===== src/rtl/pkt_rx_fifo_pkg.sv =====
package pkt_rx_fifo_pkg;

   typedef struct packed {
      logic last;
      logic err;
   } ent_tag_t;

   typedef enum logic {
      MODE_RUN     = 1'b0,
      MODE_RECOVER = 1'b1
   } wr_mode_e;

endpackage


===== src/rtl/pkt_rx_fifo_level.sv =====
module pkt_rx_fifo_level #(
   parameter int DEPTH = 32,
   localparam int AW = $clog2(DEPTH),
   localparam int CW = $clog2(DEPTH + 1)
) (
   input  logic          clk,
   input  logic          rst_n,
   input  logic          push,
   input  logic          pop,
   output logic [AW-1:0] wr_idx,
   output logic [AW-1:0] newest_idx,
   output logic [AW-1:0] rd_idx,
   output logic [CW-1:0] count,
   output logic [CW-1:0] free,
   output logic          full,
   output logic          empty
);

   logic [AW-1:0] wr_nxt, rd_nxt;

   generate
      if ((1 << AW) == DEPTH) begin : g_pow2
         assign wr_nxt     = wr_idx + AW'(1);
         assign rd_nxt     = rd_idx + AW'(1);
         assign newest_idx = wr_idx - AW'(1);
      end else begin : g_wrap
         assign wr_nxt     = (wr_idx == AW'(DEPTH - 1)) ? '0 : wr_idx + AW'(1);
         assign rd_nxt     = (rd_idx == AW'(DEPTH - 1)) ? '0 : rd_idx + AW'(1);
         assign newest_idx = (wr_idx == '0) ? AW'(DEPTH - 1) : wr_idx - AW'(1);
      end
   endgenerate

   always_ff @(posedge clk or negedge rst_n) begin
      if (!rst_n) begin
         wr_idx <= '0;
         rd_idx <= '0;
         count  <= '0;
      end else begin
         if (push) wr_idx <= wr_nxt;
         if (pop)  rd_idx <= rd_nxt;
         count <= count + CW'(push) - CW'(pop);
      end
   end

   assign free  = CW'(DEPTH) - count;
   assign full  = (count == CW'(DEPTH));
   assign empty = (count == '0);

endmodule


===== src/rtl/pkt_rx_fifo_store.sv =====
module pkt_rx_fifo_store
   import pkt_rx_fifo_pkg::*;
#(
   parameter int DEPTH = 32,
   parameter int DW    = 8,
   localparam int AW = $clog2(DEPTH)
) (
   input  logic          clk,
   input  logic          rst_n,
   input  logic          push,
   input  logic [AW-1:0] wr_idx,
   input  logic [DW-1:0] wr_data,
   input  logic          wr_last,
   input  logic          mark_en,
   input  logic [AW-1:0] mark_idx,
   input  logic [AW-1:0] rd_idx,
   output logic [DW-1:0] rd_data,
   output ent_tag_t      rd_tag
);

   logic [DW-1:0] data_arr [DEPTH];
   ent_tag_t      tag_arr  [DEPTH];

   generate
      for (genvar i = 0; i < DEPTH; i++) begin : g_ent
         logic [DW-1:0] dat_r;
         ent_tag_t      tag_r;
         logic          sel_wr, sel_mark;

         assign sel_wr   = push    && (wr_idx   == AW'(i));
         assign sel_mark = mark_en && (mark_idx == AW'(i));

         always_ff @(posedge clk) begin
            if (sel_wr) dat_r <= wr_data;
         end

         always_ff @(posedge clk or negedge rst_n) begin
            if (!rst_n) begin
               tag_r <= '0;
            end else if (sel_wr) begin
               tag_r.last <= wr_last;
               tag_r.err  <= 1'b0;
            end else if (sel_mark) begin
               tag_r.last <= 1'b1;
               tag_r.err  <= 1'b1;
            end
         end

         assign data_arr[i] = dat_r;
         assign tag_arr[i]  = tag_r;
      end
   endgenerate

   assign rd_data = data_arr[rd_idx];
   assign rd_tag  = tag_arr[rd_idx];

endmodule


===== src/rtl/pkt_rx_fifo_wrctl.sv =====
module pkt_rx_fifo_wrctl
   import pkt_rx_fifo_pkg::*;
#(
   parameter int DEPTH = 32,
   localparam int CW   = $clog2(DEPTH + 1),
   localparam int UNIT = DEPTH / 16
) (
   input  logic          clk,
   input  logic          rst_n,
   input  logic          wr_valid,
   input  logic          wr_sop,
   input  logic          wr_eop,
   input  logic [3:0]    restart_lvl,
   input  logic          full,
   input  logic [CW-1:0] free,
   output logic          push,
   output logic          mark_en,
   output logic          ovf_evt,
   output logic          in_recover
);

   wr_mode_e      mode_q, mode_d;
   logic          open_q, open_d;
   logic [CW-1:0] thr_entries;
   logic          resume_ok;

   assign thr_entries = CW'(restart_lvl) * CW'(UNIT);
   assign resume_ok   = (free >= thr_entries) && !full;

   always_comb begin
      mode_d  = mode_q;
      open_d  = open_q;
      push    = 1'b0;
      mark_en = 1'b0;
      ovf_evt = 1'b0;
      if (wr_valid) begin
         unique case (mode_q)
            MODE_RUN: begin
               if (!full) begin
                  push   = 1'b1;
                  open_d = !wr_eop;
               end else begin
                  ovf_evt = 1'b1;
                  mark_en = open_q;
                  open_d  = 1'b0;
                  mode_d  = MODE_RECOVER;
               end
            end
            MODE_RECOVER: begin
               if (wr_sop && resume_ok) begin
                  push   = 1'b1;
                  open_d = !wr_eop;
                  mode_d = MODE_RUN;
               end
            end
            default: mode_d = MODE_RUN;
         endcase
      end
   end

   always_ff @(posedge clk or negedge rst_n) begin
      if (!rst_n) begin
         mode_q <= MODE_RUN;
         open_q <= 1'b0;
      end else begin
         mode_q <= mode_d;
         open_q <= open_d;
      end
   end

   assign in_recover = (mode_q == MODE_RECOVER);

endmodule


===== src/rtl/pkt_rx_fifo.sv =====
module pkt_rx_fifo
   import pkt_rx_fifo_pkg::*;
#(
   parameter int DEPTH = 32,
   parameter int DW    = 8,
   localparam int AW = $clog2(DEPTH),
   localparam int CW = $clog2(DEPTH + 1)
) (
   input  logic          clk,
   input  logic          rst_n,
   input  logic          wr_valid,
   input  logic          wr_sop,
   input  logic          wr_eop,
   input  logic [DW-1:0] wr_data,
   input  logic [3:0]    restart_lvl,
   input  logic          irq_en,
   input  logic          irq_ack,
   output logic          rd_valid,
   input  logic          rd_ready,
   output logic [DW-1:0] rd_data,
   output logic          rd_last,
   output logic          rd_err,
   output logic          irq
);

   generate
      if (DEPTH < 16 || (DEPTH % 16) != 0) begin : g_bad_depth
         $error("pkt_rx_fifo: DEPTH must be a multiple of 16, at least 16");
      end
      if (DW < 1) begin : g_bad_width
         $error("pkt_rx_fifo: DW must be positive");
      end
   endgenerate

   logic          push, pop, mark_en, ovf_evt, in_recover;
   logic          full, empty;
   logic [AW-1:0] wr_idx, newest_idx, rd_idx;
   logic [CW-1:0] lvl_count, lvl_free;
   ent_tag_t      rd_tag;
   logic          ovf_status;

   assign rd_valid = !empty;
   assign pop      = rd_valid && rd_ready;

   pkt_rx_fifo_level #(.DEPTH(DEPTH)) i_level (
      .clk        (clk),
      .rst_n      (rst_n),
      .push       (push),
      .pop        (pop),
      .wr_idx     (wr_idx),
      .newest_idx (newest_idx),
      .rd_idx     (rd_idx),
      .count      (lvl_count),
      .free       (lvl_free),
      .full       (full),
      .empty      (empty)
   );

   pkt_rx_fifo_wrctl #(.DEPTH(DEPTH)) i_wrctl (
      .clk         (clk),
      .rst_n       (rst_n),
      .wr_valid    (wr_valid),
      .wr_sop      (wr_sop),
      .wr_eop      (wr_eop),
      .restart_lvl (restart_lvl),
      .full        (full),
      .free        (lvl_free),
      .push        (push),
      .mark_en     (mark_en),
      .ovf_evt     (ovf_evt),
      .in_recover  (in_recover)
   );

   pkt_rx_fifo_store #(.DEPTH(DEPTH), .DW(DW)) i_store (
      .clk      (clk),
      .rst_n    (rst_n),
      .push     (push),
      .wr_idx   (wr_idx),
      .wr_data  (wr_data),
      .wr_last  (wr_eop),
      .mark_en  (mark_en),
      .mark_idx (newest_idx),
      .rd_idx   (rd_idx),
      .rd_data  (rd_data),
      .rd_tag   (rd_tag)
   );

   assign rd_last = rd_tag.last;
   assign rd_err  = rd_tag.err;

   always_ff @(posedge clk or negedge rst_n) begin
      if (!rst_n)        ovf_status <= 1'b0;
      else if (ovf_evt)  ovf_status <= 1'b1;
      else if (irq_ack)  ovf_status <= 1'b0;
   end

   assign irq = ovf_status && irq_en;

endmodule


===== config.mk =====
export PLATFORM = sky130hd
export DESIGN_NAME = pkt_rx_fifo
export DESIGN_NICKNAME = d
export VERILOG_FILES = /design/src/rtl/pkt_rx_fifo_pkg.sv /design/src/rtl/pkt_rx_fifo_level.sv /design/src/rtl/pkt_rx_fifo_store.sv /design/src/rtl/pkt_rx_fifo_wrctl.sv /design/src/rtl/pkt_rx_fifo.sv
export SDC_FILE = /design/constraint.sdc
export NUM_CORES = 1
export LEC_CHECK = 0
export BUFFER_PORTS_ARGS = -buffer_cell sky130_fd_sc_hd__buf_2
export CAP_MARGIN = 20
export CORE_MARGIN = 10
export CORE_UTILIZATION = 60
export DETAILED_ROUTE_END_ITERATION = 6
export PLACE_DENSITY_LB_ADDON = 0.2
export SYNTH_ARGS = -nofsm -noshare
export SYNTH_HDL_FRONTEND = slang
export SYNTH_HIERARCHICAL = 1
export SYNTH_SLANG_ARGS = --single-unit

===== constraint.sdc =====
create_clock -name clk -period 4.25 [get_ports clk]
set_input_delay 0.425 -clock clk [delete_from_list [all_inputs] [get_ports clk]]
set_output_delay 0.425 -clock clk [all_outputs]
set_load 0.02 [all_outputs]

## After elaboration in Yosys (flattened, before gate mapping)

Index checks and enable logic that the tools add are counted.
W data, S select, Z words.

- Register bits: 339
- Input port bits: 20
- Output and inout port bits: 12
- Logic and storage cells: 371

- $add $sub $neg: 6
- $lt $le $gt $ge: 2
- Equality and inequality tests: 64
- Mux-type cells: 87
- Bitwise gates (word level): 2
- Reductions and logical operators: 108

Operators with widths:

| cell | number |
|---|---|
| $eq A5 B5 Y1 const B | 32 |
| $mux W2 | 66 |
| $eq A5 B4 Y1 const B | 16 |
| $logic_and A1 B1 Y1 | 68 |
| $reduce_bool A2 Y1 | 33 |
| $bmux W8 S5 | 1 |
| $eq A5 B3 Y1 const B | 8 |
| $eq A5 B2 Y1 const B | 4 |
| $mux W8 | 2 |
| $mux W1 | 14 |
| $add A5 B1 Y5 const B | 2 |
| $bmux W2 S5 | 1 |
| $eq A5 B1 Y1 const B | 2 |
| $logic_not A5 Y1 | 2 |
| $add A6 B1 Y6 | 1 |
| $eq A6 B6 Y1 const B | 1 |
| $ge A6 B5 Y1 | 1 |
| $ge A6 B6 Y1 const B | 1 |
| $logic_not A6 Y1 | 1 |
| $not A5 Y6 | 1 |
| $pmux W1 S2 | 3 |
| $sub A6 B1 Y6 | 1 |
| $sub A6 B6 Y6 const A | 1 |
| $sub A5 B1 Y5 const B | 1 |
| 4 further kinds | 6 |

## Longest topological paths before layout

Gate-level depths: netlist (run 1).

- Depth in word-level cells: 9
- Mapped depth: 15
- Gate-level depth less buffers: 15

## Modules after synthesis

The synthesis (run 1) kept the hierarchy.

By module, submodules not included:

| module | instances | cells each | area an instance (µm²) | sequential area each (µm²) |
|---|---|---|---|---|
| pkt_rx_fifo_store | 1 | 942 | 13412.9 | 9288.9 |
| pkt_rx_fifo_level | 1 | 98 | 1028.5 | 400.4 |
| pkt_rx_fifo_wrctl | 1 | 30 | 257.7 | 50.0 |
| pkt_rx_fifo | 1 | 6 | 52.6 | 25.0 |

## Worst setup path after synthesis (run 1)

No wires, ideal clock.

- Path kind: register to register
- From: reg i_level.count[1]
- To: reg i_level.count[4]
- Library setup time: 0.080 ns
- Arrival time: 3.275 ns
- Setup slack: 0.895 ns
- Cell stages (with the launch flop): 16
- Buffers on the path: 0
- Clock period less this slack: 3.355 ns
- Path through: dfrtp_1 -> inv_1 -> ha_1 -> nand2_1 -> xnor2_1 -> ha_1 -> nand3_1 -> a21oi_2 -> a2111oi_4 -> o22ai_1 -> ha_1 -> inv_1 -> fa_1 -> o21ba_2 -> o21ai_0 -> xnor2_1

- Longest elaborated chain between the ends: 9
- Elaborated cells between the ends (all ways): 15
- Classes of those cells: add/sub (3); order compare (1); eq/ne (1); mux (4); reduce/logical (6)

Ends and longest elaborated chain:

| element | line | text |
|---|---|---|
| start: declaration | pkt_rx_fifo_level.sv:13 | `output logic [CW-1:0] count,` |
| start signal: assignment | pkt_rx_fifo_level.sv:41 | `count <= count + CW'(push) - CW'(pop);` |
| $sub A6 B6 Y6 | pkt_rx_fifo_level.sv:45 | `assign free = CW'(DEPTH) - count;` |
| via lvl_free[4] | pkt_rx_fifo.sv:38 | `logic [CW-1:0] lvl_count, lvl_free;` |
| $ge A6 B5 Y1 | pkt_rx_fifo_wrctl.sv:28 | `assign resume_ok = (free >= thr_entries) && !full;` |
| $logic_and A1 B1 Y1 | pkt_rx_fifo_wrctl.sv:28 |  |
| $logic_and A1 B1 Y1 | pkt_rx_fifo_wrctl.sv:50 | `if (wr_sop && resume_ok) begin` |
| $mux W1 | pkt_rx_fifo_wrctl.sv:50 |  |
| $pmux W1 S2 | pkt_rx_fifo_wrctl.sv:37 | `unique case (mode_q)` |
| $mux W1 | pkt_rx_fifo_wrctl.sv:36 | `if (wr_valid) begin` |
| via push | pkt_rx_fifo.sv:35 | `logic push, pop, mark_en, ovf_evt, in_recover;` |
| $add A6 B1 Y6 | pkt_rx_fifo_level.sv:41 |  |
| $sub A6 B1 Y6 | pkt_rx_fifo_level.sv:41 |  |

The timed path passes the listed nets, and every way through them passes these cells.
A chain may end at the register's enable or synchronous reset.

## Worst setup path in the final report (run 1)

- From: reg i_level.count[1]
- To: reg i_store.g_ent[11].dat_r[4] (enable)

- Longest elaborated chain between the ends: 8
- Elaborated cells between the ends (all ways): 11
- Classes of those cells: add/sub (1); order compare (1); eq/ne (1); mux (4); reduce/logical (4)

Ends and longest elaborated chain:

| element | line | text |
|---|---|---|
| $sub A6 B6 Y6 | pkt_rx_fifo_level.sv:45 |  |
| via lvl_free[4] | pkt_rx_fifo.sv:38 |  |
| $ge A6 B5 Y1 | pkt_rx_fifo_wrctl.sv:28 |  |
| $logic_and A1 B1 Y1 | pkt_rx_fifo_wrctl.sv:28 |  |
| $logic_and A1 B1 Y1 | pkt_rx_fifo_wrctl.sv:50 |  |
| $mux W1 | pkt_rx_fifo_wrctl.sv:50 |  |
| $pmux W1 S2 | pkt_rx_fifo_wrctl.sv:37 |  |
| $mux W1 | pkt_rx_fifo_wrctl.sv:36 |  |
| via push | pkt_rx_fifo.sv:35 |  |
| $logic_and A1 B1 Y1 | pkt_rx_fifo_store.sv:30 | `assign sel_wr = push && (wr_idx == AW'(i));` |
| via i_store.g_ent[11].sel_wr | pkt_rx_fifo_store.sv:28 | `logic sel_wr, sel_mark;` |
| end signal: assignment | pkt_rx_fifo_store.sv:34 | `if (sel_wr) dat_r <= wr_data;` |
| end: declaration | pkt_rx_fifo_store.sv:26 | `logic [DW-1:0] dat_r;` |

The timed path passes the listed nets, and every way through them passes these cells.

==> results of run 1 <==
final timing paths:
kind,slack (ns),startpoint,endpoint
min,0.16,irq_ack,ovf_status
max in group asynchronous,2.79,rst_n,i_store/g_ent[20].tag_r[1]
min in group asynchronous,0.38,rst_n,i_level/count[2]
min reg2reg,0.48,ovf_status,ovf_status
max reg2reg,0.59,i_level/count[1],i_store/g_ent[11].dat_r[4]
max,0.59,i_level/count[1],i_store/g_ent[11].dat_r[4]
logic make-up (layout without fill, tap and decap cells):
family / after synthesis / count (layout) / synth area share
AO/OA/AOI/OAI: 139 / 139 / 0.0642
buffers and inverters: 74 / 146 / 0.0334
flip-flops: 339 / 339 / 0.662
XOR/XNOR: 18 / 18 / 0.0107
adder cells (fa/ha/maj): 20 / 20 / 0.0175
AND/OR/NAND/NOR: 324 / 324 / 0.102
multiplexers: 162 / 162 / 0.110
placed cells by master, fill, tap and decap left out, types with 22 or more instances in the layout:
cell       instances
a22oi_1           40
o21ai_1           27
dfrtp_1           82
a21oi_1           22
buf_4             27
nor2_1           159
mux2i_1          161
buf_2             30
clkbuf_16         36
edfxtp_1         256
nand2_1           64
nand3_1           26
timing repair:
action                    in CTS  in global routing
hold buffers                   1                  0
buffers inserted               0                  0
hold endpoints to repair      31                  0
state kept, by name (all words and copies together) (netlist names):
signal / flops
i_level/rd_idx: 5
i_level/count: 6
i_wrctl/in_recover: 1
i_store/g_ent.tag_r: 64
i_wrctl/open_q: 1
ovf_status: 1
i_level/wr_idx: 5
i_store/g_ent.dat_r: 256
power by group:
part           internal, mW  switching [mW]
clock network          1.87            1.26
registers              4.02           0.446
logic                  1.53            2.57
routing by layer:
| layer | wire, µm | up-vias |
|---|---|---|
| met3 | 2610 | 52 |
| met2 | 15800 | 337 |
| li1 | - | 4056 |
| met4 | 561 | 0 |
| met1 | 14300 | 4466 |
| met5 | 0 | - |
final cells by class:
type / instances / area [µm²] / area share
Timing Repair Buffer: 60 / 403 / 0.0246
Clock inverter: 16 / 191 / 0.0117
Multi-Input combinational cell: 663 / 4520 / 0.276
Sequential cell: 339 / 9770 / 0.597
Clock buffer: 49 / 1010 / 0.0617
Inverter: 21 / 78.8 / 0.00481
Tap cell: 324 / 405 / 0.0248
worst min-delay path, cell delays in order:
cell    delay, ns
buf_2        0.10
inv_1        0.04
a21o_1       0.09
==> metrics, run 1 <==
total number of vias 8911; Slew Viols, Final 0; TritonCTS clock tree yes; Synth area leader edfxtp_1; family with the most delay on the worst path simple AND/OR/NAND/NOR gates; CP peak stage delay approximately 0.76 ns; Ports 32; R2R depth 13; final setup violation count 0; largest net degree at the start of global routing 85; Post-CTS Resized 0; Layout area overhead 11.0%; grt met1 use 0.299; hold crit path type in -> reg; final setup margin 0.591 ns; Setup crit end kind flip-flop; # diodes 0; Final Non-Filler Cells 1472; post-synthesis sequential area ratio 0.662; Die Wd 177 µm; Routed wire per std cell ~23 µm; critical path depth 13; Async SR Flop Fraction 0.245; area share of the largest cell type after synthesis 0.521; vias in the first global route 8780; Seq cells post-synth about 340; LEAKAGE around 6.3 nW; status finished clean; DRT Pass-1 Iters 5; largest cells by area after synthesis edfxtp_1 (52%), dfrtp_1 (14%), mux2i_1 (11%); All-Layer GR Usage 0.212; Syn Area/Cell around 14 µm²; clock buffer depth 3; Hold Fails Final Rpt 0; CTS Buf Count 36; Ys Warns 6; crit path DAT approximately 3.8 ns; DP Wirelength 21100 µm; Mapped Nets 1116; global-route wire length before repair roughly 51000 µm; Starting Density 0.608; most frequent cells after synthesis edfxtp_1 (256), mux2i_1 (161), nor2_1 (160); fraction of layout cells with a size suffix above 1 0.125; Hold Crit Depth 3; Layout Utilization 0.675; Remaining DRCs 0; Root Buffer clkbuf_16; mapped cell area 0.0148 mm²; setup TNS 0 ns; placed insts about 1400; fillers about 1800; Final Wtd Congestion between 0.8 and 0.9; worst path required time 4.39 ns; met2 Resource Use GR 0.335; count of cell types in the netlist between 40 and 50; Cell Area, Placed approximately 0.015 mm²; core area 0.0242 mm²; CTS Sinks between 300 and 400; row cnt between 50 and 60; Setup Skew around 0.021 ns; Final period util 0.861; PD cells about 700 mW/mm²; Post-DRT Antenna Nets 0; Setup CP Type reg -> reg; Period minus WS final roughly 3.7 ns; Clock Pin Slew Worst Setup and Hold Paths ~0.060 ns; Initial DRC Count 839; CTS H-tree depth 2; Post-synth EDFFs approximately 260; die area 0.0313 mm²; hold_ws about 0.16 ns; gr busiest metal met2; VDD IR max around 0.51 mV; met3 global-route usage 0.0403; Post-Route WL 33300 µm; critical-path maximum fanout 11; Port Buffers 31; crit-path cells inv_1 -> ha_1 -> nand2_1 -> xnor2_1 -> ha_1 -> nand3_1 -> a21oi_2 -> a2111oi_4 -> o22ai_1 -> buf_4 -> and2b_1 -> nand3_1 -> nor2_1; RSZ-0062 raised after global routing no; final net count around 1200; Critical Path Start Type flip-flop; final instance area about 0.016 mm²; Mapped Cells 1076; Via-to-Cell Ratio ~6.1; Skew-Pair Late Insertion Delay between 0.5 and 0.6 ns; fmax ~270 MHz; Least-Margin Pin Slew 0.975 ns; most numerous cell in the Yosys netlist edfxtp_1; die height around 180 µm; Relative slew margins 0.348; crit path buf inv count 2; pre-CTS setup slack between 0.5 and 0.6 ns; slowest cell on the critical path nor2_1; total power ~12 mW; initial antenna violation count 0; grt ovf 0; Max-cap violations 0; ys flop type edfxtp_1
Power figures use the tool's default switching activity.
==> run 2, diff against run 1 <==
Settings changed: CORE_UTILIZATION 60 to 50.
==> metrics, run 2 (same netlist as run 1, synthesis figures left out) <==
most common cell after layout, fill and taps aside edfxtp_1 (unchanged); Hold Fails Final Rpt 0 (unchanged); total number of vias 8749 (was 8911); DRT Pass-1 Iters 5 (unchanged); switch share 0.363 (was 0.366); Setup Skew 0.0308 ns (was 0.0214 ns); fmax 263 MHz (was 273 MHz); initial antenna violation count 0 (unchanged); Post-DRT Antenna Nets 0 (unchanged); biggest regs i_store/g_ent.dat_r (256), i_store/g_ent.tag_r (64), i_level/count (6) (unchanged); Clock Pin Slew Worst Setup and Hold Paths 0.06 ns (about the same); Layout Utilization 0.568 (was 0.675); commonest non-fill, non-tap cells in the layout edfxtp_1 (256), mux2i_1 (161), nor2_1 (159) (unchanged); Skew-Pair Late Insertion Delay 0.53 ns (about the same); Internal Power 7.44 mW (was 7.41 mW); TritonCTS clock tree yes (unchanged); final setup margin 0.447 ns (was 0.591 ns); PD cells 711 mW/mm² (was 714 mW/mm²); share of total power in the clock network 0.267 (was 0.268); clock buffer depth 3 (unchanged); hold_ws 0.203 ns (was 0.162 ns); Post-Route WL 34100 µm (was 33300 µm); critical-path maximum fanout 11 (unchanged); final net count 1160 (was 1161); VDD IR max 0.452 mV (was 0.507 mV); part of the power in registers 0.375 (was 0.382); largest net degree at the start of global routing 65 (was 85); LEAKAGE 6.33 nW (was 6.34 nW); R2R Setup Slk 0.45 ns (was 0.59 ns); Starting Density 0.510 (was 0.608); Routed wire per std cell 22.2 µm (was 22.6 µm); Remaining DRCs 0 (unchanged); CTS Buf Count 37 (was 36); Final Wtd Congestion 0.850 (was 0.858); Reg-to-Reg Start i_level/count[1] (unchanged); Layout area overhead 11.4% (was 11.0%); Period minus WS final 3.80 ns (was 3.66 ns); hold crit path type in -> reg (unchanged); max reg flops 256 (unchanged); CTS Sinks 339 (unchanged); worst path required time 4.40 ns (was 4.39 ns); Least-Margin Pin Slew 1.08 ns (was 0.975 ns); fillers 2322 (was 1761); final setup violation count 0 (unchanged); family with the most delay on the worst path simple AND/OR/NAND/NOR gates (unchanged); Final period util 0.895 (was 0.861); Relative slew margins 0.275 (was 0.348); most flop-heavy register i_store/g_ent.dat_r (unchanged); setup TNS 0 ns (unchanged); Final Non-Filler Cells 1531 (was 1472); Reg area 0.00977 mm² (unchanged); CP peak stage delay 0.83 ns (was 0.76 ns); Ports 32 (unchanged); Die Wd 192 µm (was 177 µm); R2R depth 13 (unchanged); core area 0.0289 mm² (was 0.0242 mm²); Setup crit start i_level/count[1] (unchanged); placed insts 1461 (was 1406); die height 192 µm (was 177 µm); area of the multi-input gates 0.00452 mm² (unchanged); fraction of layout cells with a size suffix above 1 0.119 (was 0.125); Max-cap violations 0 (unchanged); crit-path cells inv_1 -> ha_1 -> nand2_1 -> xnor2_1 -> ha_1 -> nand3_1 -> a21oi_2 -> a2111oi_4 -> o22ai_1 -> buf_4 -> and2b_1 -> nand3_1 -> nor2_1 (unchanged); slowest cell on the critical path nor2_1 (unchanged); Via-to-Cell Ratio 5.71 (was 6.05); Worst Setup EP i_store/g_ent[11].dat_r[7] (was i_store/g_ent[11].dat_r[4]); vias in the first global route 8542 (was 8780); grt ovf 0 (unchanged); All-Layer GR Usage 0.188 (was 0.212); Setup crit end kind flip-flop (unchanged); Gate power share 0.358 (was 0.351); crit path buf inv count 2 (unchanged); critical path depth 13 (unchanged); DP Wirelength 21500 µm (was 21100 µm); die area 0.0368 mm² (was 0.0313 mm²); r2r endpoint i_store/g_ent[11].dat_r[7] (was i_store/g_ent[11].dat_r[4]); crit path DAT 3.95 ns (was 3.80 ns); P_sw 4.24 mW (was 4.28 mW); CTS H-tree depth 2 (unchanged); Critical Path Start Type flip-flop (unchanged); Setup CP Type reg -> reg (unchanged); Initial DRC Count 804 (was 839); pre-CTS setup slack 0.452 ns (was 0.582 ns); status finished clean (unchanged); RSZ-0062 raised after global routing no (unchanged); row cnt 62 (was 57); global-route wire length before repair 52300 µm (was 50900 µm); # diodes 0 (unchanged); Port Buffers 31 (unchanged); Root Buffer clkbuf_16 (unchanged); Slew Viols, Final 0 (unchanged)
run 2: through the flow:
stage | power, mW | cell area [µm²]
2_1_floorplan | 7.46 | 14800
3_3_place_gp | 8.56 | 15200
3_5_place_dp | 8.62 | 15200
4_1_cts | 11.7 | 16400
5_1_grt | 12.3 | 16400
6_report | 11.7 | 16400
run 2: layout make-up:
class / instances / area share
clock buffer: 43 / 0.0590
clock inverter: 23 / 0.0133
inverter: 21 / 0.00480
multi-input combinational: 663 / 0.275
tap: 384 / 0.0292
sequential: 339 / 0.594
timing repair buffer: 58 / 0.0245
run 2: worst min-delay path by stage:
| stage | startpoint | endpoint | slack, ns | depth (start not counted) |
|---|---|---|---|---|
| final | irq_ack | ovf_status | 0.20 | 3 |
| after global routing | irq_ack | ovf_status | 0.22 | 3 |
| after CTS | irq_ack | ovf_status | 0.20 | 3 |
| after detailed placement | ovf_status | ovf_status | 0.48 | 1 |
| after global placement | ovf_status | ovf_status | 0.47 | 1 |
| after floorplan | rst_n | i_level/count[0] | 0.13 | 0 |
run 2: tightest hold or removal path, cell delays in order:
cell	delay [ns]
buf_2	0.09
inv_1	0.04
a21o_1	0.10
run 2: routing by layer:
metal | part of all wire | wire (µm) | GRT usage | vias to the layer above
met3 | 0.069 | 2360 | 0.0334 | 40
li1 | - | - | - | 4047
met2 | 0.47 | 15800 | 0.285 | 301
met5 | 0 | 0 | 0 | -
met1 | 0.45 | 15200 | 0.273 | 4361
met4 | 0.020 | 667 | 0.0523 | 0
run 2: timing repair:
action	CTS	global route
hold endpoints to repair	8	0
resized for setup	0	0
hold buffers	1	0
setup buffers	0	0
run 2: power by group through the flow:
stage / clock, mW / sequential (mW) / combinational [mW]
floorplan: 0 / 4.24 / 3.22
global placement: 0 / 4.43 / 4.13
detailed placement: 0 / 4.45 / 4.17
CTS: 3.17 / 4.38 / 4.18
global route: 3.30 / 4.44 / 4.52
finish: 3.12 / 4.38 / 4.18
